<file path="src/rtl/sdram_pt_pkg.sv">
package sdram_pt_pkg;
  localparam int ROWS   = 8;
  localparam int BANKS  = 4;
  localparam int ROW_W  = $clog2(ROWS);
  localparam int BANK_W = $clog2(BANKS);

  typedef enum logic [1:0] {
    OP_NONE   = 2'b00,
    OP_ACT    = 2'b01,
    OP_PRE    = 2'b10,
    OP_PREALL = 2'b11
  } opE;

  typedef struct packed {
    logic              act;
    logic              pre;
    logic              preAll;
    logic [ROW_W-1:0]  row;
    logic [BANK_W-1:0] bank;
    logic [ROWS-1:0]   flush;
  } strobeT;

  function automatic logic [BANK_W-1:0] effBank(input logic fourBank,
                                                input logic [BANK_W-1:0] idx);
    return fourBank ? idx : {{(BANK_W-1){1'b0}}, idx[0]};
  endfunction
endpackage

</file>
<file path="src/rtl/sdram_pt_ctrl.sv">
module sdram_pt_ctrl
  import sdram_pt_pkg::*;
(
  input  logic              clk,
  input  logic [ROWS-1:0]   bankCfg,
  input  logic              cmdValid,
  input  logic [1:0]        cmdOp,
  input  logic [ROW_W-1:0]  cmdRow,
  input  logic [BANK_W-1:0] cmdBank,
  output strobeT            strobe
);
  logic [ROWS-1:0] cfgQ;
  opE              op;

  // Captured every cycle, including reset, so the first active cycle sees no change.
  always_ff @(posedge clk) begin
    cfgQ <= bankCfg;
  end

  always_comb begin
    op            = opE'(cmdOp);
    strobe.act    = cmdValid && (op == OP_ACT);
    strobe.pre    = cmdValid && (op == OP_PRE);
    strobe.preAll = cmdValid && (op == OP_PREALL);
    strobe.row    = cmdRow;
    strobe.bank   = effBank(bankCfg[cmdRow], cmdBank);
    strobe.flush  = bankCfg ^ cfgQ;
  end
endmodule

</file>
<file path="src/rtl/sdram_pt_table.sv">
module sdram_pt_table
  import sdram_pt_pkg::*;
#(
  parameter int TAG_W = 14
) (
  input  logic              clk,
  input  logic              rstN,
  input  strobeT            strobe,
  input  logic [TAG_W-1:0]  cmdPage,
  input  logic [ROWS-1:0]   bankCfg,
  input  logic [ROW_W-1:0]  lkRow,
  input  logic [BANK_W-1:0] lkBank,
  input  logic [TAG_W-1:0]  lkPage,
  output logic              lkHit,
  output logic              lkMiss,
  output logic              lkEmpty
);
  logic             validQ [ROWS][BANKS];
  logic [TAG_W-1:0] tagQ   [ROWS][BANKS];

  for (genvar r = 0; r < ROWS; r++) begin : g_row
    for (genvar b = 0; b < BANKS; b++) begin : g_bank
      logic selRow, selBank;
      assign selRow  = (strobe.row == ROW_W'(r));
      assign selBank = (strobe.bank == BANK_W'(b));

      always_ff @(posedge clk) begin
        if (!rstN) begin
          validQ[r][b] <= 1'b0;
        end else if (strobe.flush[r]) begin
          validQ[r][b] <= 1'b0;
        end else if (selRow) begin
          if (strobe.act && selBank) begin
            validQ[r][b] <= 1'b1;
          end else if (strobe.preAll || (strobe.pre && selBank)) begin
            validQ[r][b] <= 1'b0;
          end
        end
      end

      always_ff @(posedge clk) begin
        if (!strobe.flush[r] && selRow && selBank && strobe.act) begin
          tagQ[r][b] <= cmdPage;
        end
      end
    end
  end

  logic [BANK_W-1:0] lkEff;
  logic              lkValid, lkMatch;

  always_comb begin
    lkEff   = effBank(bankCfg[lkRow], lkBank);
    lkValid = validQ[lkRow][lkEff];
    lkMatch = (tagQ[lkRow][lkEff] == lkPage);
    lkEmpty = !lkValid;
    lkHit   = lkValid && lkMatch;
    lkMiss  = lkValid && !lkMatch;
  end
endmodule

</file>
<file path="src/rtl/sdram_page_tracker.sv">
module sdram_page_tracker
  import sdram_pt_pkg::*;
#(
  parameter int TAG_W = 14
) (
  input  logic              clk,
  input  logic              rstN,
  input  logic [ROWS-1:0]   bankCfg,
  input  logic              cmdValid,
  input  logic [1:0]        cmdOp,
  input  logic [ROW_W-1:0]  cmdRow,
  input  logic [BANK_W-1:0] cmdBank,
  input  logic [TAG_W-1:0]  cmdPage,
  input  logic [ROW_W-1:0]  lkRow,
  input  logic [BANK_W-1:0] lkBank,
  input  logic [TAG_W-1:0]  lkPage,
  output logic              lkHit,
  output logic              lkMiss,
  output logic              lkEmpty
);
  strobeT strobe;

  sdram_pt_ctrl u_ctrl (
    .clk      (clk),
    .bankCfg  (bankCfg),
    .cmdValid (cmdValid),
    .cmdOp    (cmdOp),
    .cmdRow   (cmdRow),
    .cmdBank  (cmdBank),
    .strobe   (strobe)
  );

  sdram_pt_table #(.TAG_W(TAG_W)) u_table (
    .clk     (clk),
    .rstN    (rstN),
    .strobe  (strobe),
    .cmdPage (cmdPage),
    .bankCfg (bankCfg),
    .lkRow   (lkRow),
    .lkBank  (lkBank),
    .lkPage  (lkPage),
    .lkHit   (lkHit),
    .lkMiss  (lkMiss),
    .lkEmpty (lkEmpty)
  );
endmodule

</file>
<file path="config.mk">
export PLATFORM = sky130hd
export DESIGN_NAME = sdram_page_tracker
export DESIGN_NICKNAME = d
export VERILOG_FILES = /design/src/rtl/sdram_pt_pkg.sv /design/src/rtl/sdram_pt_ctrl.sv /design/src/rtl/sdram_pt_table.sv /design/src/rtl/sdram_page_tracker.sv
export SDC_FILE = /design/constraint.sdc
export NUM_CORES = 1
export LEC_CHECK = 0
export BUFFER_PORTS_ARGS = -buffer_cell sky130_fd_sc_hd__buf_2
export CAP_MARGIN = 20
export CORE_MARGIN = 5
export CORE_UTILIZATION = 55
export DETAILED_ROUTE_END_ITERATION = 8
export PLACE_DENSITY = 0.77
export SETUP_SLACK_MARGIN = 0.5
export SYNTH_ARGS = -nofsm -noshare
export SYNTH_HDL_FRONTEND = slang
export SYNTH_SLANG_ARGS = --single-unit
</file>
<file path="constraint.sdc">
create_clock -name clk -period 6 [get_ports clk]
set_input_delay 0.3 -clock clk [delete_from_list [all_inputs] [get_ports clk]]
set_output_delay 0.3 -clock clk [all_outputs]
set_load 0.02 [all_outputs]
</file>
==> results.ini <==
[run_status]
status = complete, no violations

[setup_path]
ff2ff_path_depth = 4
critPathCaptureType = output port
critical_path_required_ps = 5700
startpoint_type = primary input
worstPathMaxFanout = 69
crit_type = in2out
cp.arrival_ps = 3620

[synth]
synth_cells = 1029
synth_cell_types = 55
yosysMostFrequentCell = edfxtp_1
syn_area_um2 = 19900
ys_async_sr_fraction_pct = 0
syn-num-nets = 1080
synth-edff-count = 479
yosys.area.top_type = edfxtp_1
syn_avg_cell_area_um2 = 19.3
ys.flop_type = edfxtp_1
synth-seq-cells = 488
yosysTopAreaCellShare_pct = 72.4
ys_top_cells_by_area = edfxtp_1, mux4_2, mux2i_1
ys_top_cells_by_count = edfxtp_1, mux4_2, nor2_1
ys_seq_area_share_pct = 73.3
yosys_warnings = 0

[global_routing]
grt_util_all_layers_pct = 23.6
antenna_found_initial = 1
overflow = 0
grt_pass1_wl_um = 68600
first_global_vias = 10800
grt_max_degree = 70

[placement]
port_buffers = 53
dpl.hpwl_um = 26900
gp_congestion = 0.855
post_dp_cell_area_um2 = 20700
place_inst = 1533

[sta]
drv_slew = 0
finalHoldViolCount = 0
finClkSkew_ps = 10.4
tightest_slew_ps = 1010
rsz0062_at_grt = no
tns_ps = 0
setup_viol_count_final = 0
period_share_pct = 65.3
fin_crit_ps = 3920
max_freq_mhz = 255
worst_slew_margin_rel_pct = 32.8

[floorplanning]
dieArea_um2 = 40000
fp.dieH_um = 200
ios = 54
row_count = 69
fp.dieW_um = 200
start_util_pct = 55.7
core-area_um2 = 35700

[layout]
regArea_um2 = 14600
diodes = 0
layout.cells.non_filler = 1627
layout-drive-gt1-share_pct = 24.3
multi_input_area_um2 = 4950
utilization_pct = 62.5
area_growth_pct = 12.1
stdcell_area_um2 = 22300
nets = 1181
n_fill_cell = 2429

[detailed_routing]
first_pass_iters = 5
vias = 10400
wl_per_cell_um = 28.4
viasPerCell = 6.41
drc = 0
ant_nets = 0
drtIter0Drc = 1071
wl_um = 46200

[hold_path]
hold_path.class = in2reg
hold_depth = 4

[cts]
cts_max_level = 2
numCtsBuffers = 48
cts_root_buf = clkbuf_16
clock_sinks = 488
clock_path_buffers = 3
clk_latency_ps = 560
clk_pin_slew_ps = 60
post_cts.repair.setup_buffers = 0
cts_tree = done

[power_and_ir_drop]
p_per_area_nw_per_um2 = 317
vdd_drop_max_v = 0.000211
leakage_uw = 0.00730
total_power_uw = 7050

[job]
max_cap_violations = 0

-- final cells by class --
cell class	instances	share of cell area, %
Multi-Input combinational cell	483	22.2
Inverter	9	0.152
Tap cell	461	2.59
Clock buffer	61	5.75
Sequential cell	488	65.4
Timing Repair Buffer	100	2.97
Clock inverter	25	0.910
-- report_power, final --
part / switching, µW / internal, µW / leakage (µW) / total [µW]
registers: 6.22 / 3760 / 0.00445 / 3770
logic: 255 / 163 / 0.00212 / 419
clock network: 1220 / 1640 / 0.000728 / 2860
total: 1490 / 5560 / 0.00730 / 7050
-- sequential cells by signal (all words and copies together), names as in the netlist --
register	cells
u_table.tagQ	448
u_table.validQ	32
u_ctrl.cfgQ	8
-- layout by cell type, fill, tap and decap left out, types with 3 or more instances in the layout --
master / synthesis / routed
o22ai_1: 6 / 6
nand4_1: 5 / 5
xor2_1: 9 / 9
clkbuf_16: 0 / 49
a21oi_1: 9 / 9
clkinv_2: 0 / 6
a211oi_1: 4 / 4
a22oi_1: 12 / 12
dlygate4sd3_1: 0 / 8
clkbuf_1: 13 / 11
nor2_1: 77 / 75
nand3_1: 18 / 18
nand2_1: 31 / 31
mux2i_1: 61 / 61
nand2b_1: 5 / 5
a211o_1: 4 / 4
a221oi_1: 8 / 8
mux2_2: 13 / 13
o21ai_0: 29 / 29
buf_4: 8 / 40
bufinv_16: 0 / 3
nor2_2: 1 / 3
mux4_2: 107 / 107
nand3b_1: 3 / 3
clkinv_1: 0 / 12
dfxtp_1: 9 / 9
xnor2_1: 29 / 29
buf_2: 10 / 50
nand4b_1: 3 / 3
a22o_1: 4 / 4
nor3_1: 3 / 3
edfxtp_1: 479 / 479
nor2b_1: 5 / 5
and2_1: 9 / 9
inv_1: 8 / 8
a31oi_1: 3 / 3
-- per-layer routing --
metal / wire length (µm) / global-route usage, %
met1: 18000 / 33.3
met2: 21800 / 36.8
met3: 5060 / 6.23
met4: 1350 / 7.25
met5: 13 / 0
-- stage by stage --
stage | hold WS (ps) | setup WS (ps)
after floorplan | 328 | 3190
after global placement | 456 | 2150
after detailed placement | 457 | 2070
after CTS | 119 | 2060
after global routing | 138 | 1710
final | 138 | 2080
-- final timing paths --
path              slack (ps)            startpoint                   end
setup / recovery        2080              lkRow[2]                lkMiss
hold / removal           140              cmdOp[0]  u_table.validQ[4][3]
setup reg to reg        4290        u_ctrl.cfgQ[6]   u_table.tagQ[6][22]
hold reg to reg          590  u_table.validQ[4][3]  u_table.validQ[4][3]
-- cell families (layout without fill, tap and decap cells) --
group / after synthesis / in the layout / synth area share, %
flops: 488 / 488 / 73.3
simple gates: 175 / 175 / 4.23
mux: 182 / 182 / 16.0
compound gates: 88 / 88 / 2.97
xor+xnor: 38 / 38 / 1.67
buf+inv: 58 / 195 / 1.84
-- critical path, cell delays in order --
cell      delay (ps)
buf_6            640
buf_4            480
mux2_1           360
o22ai_1          180
a221oi_1          70
mux2i_1          250
xnor2_1          110
or4b_1           500
a32o_1           290
o21ba_1          190
buf_2            150
-- what timing repair did --
action,CTS,global route
hold buffers,8,0
hold endpoints to repair,8,0
resized for setup,0,0
(Power assumes the default switching activity.)
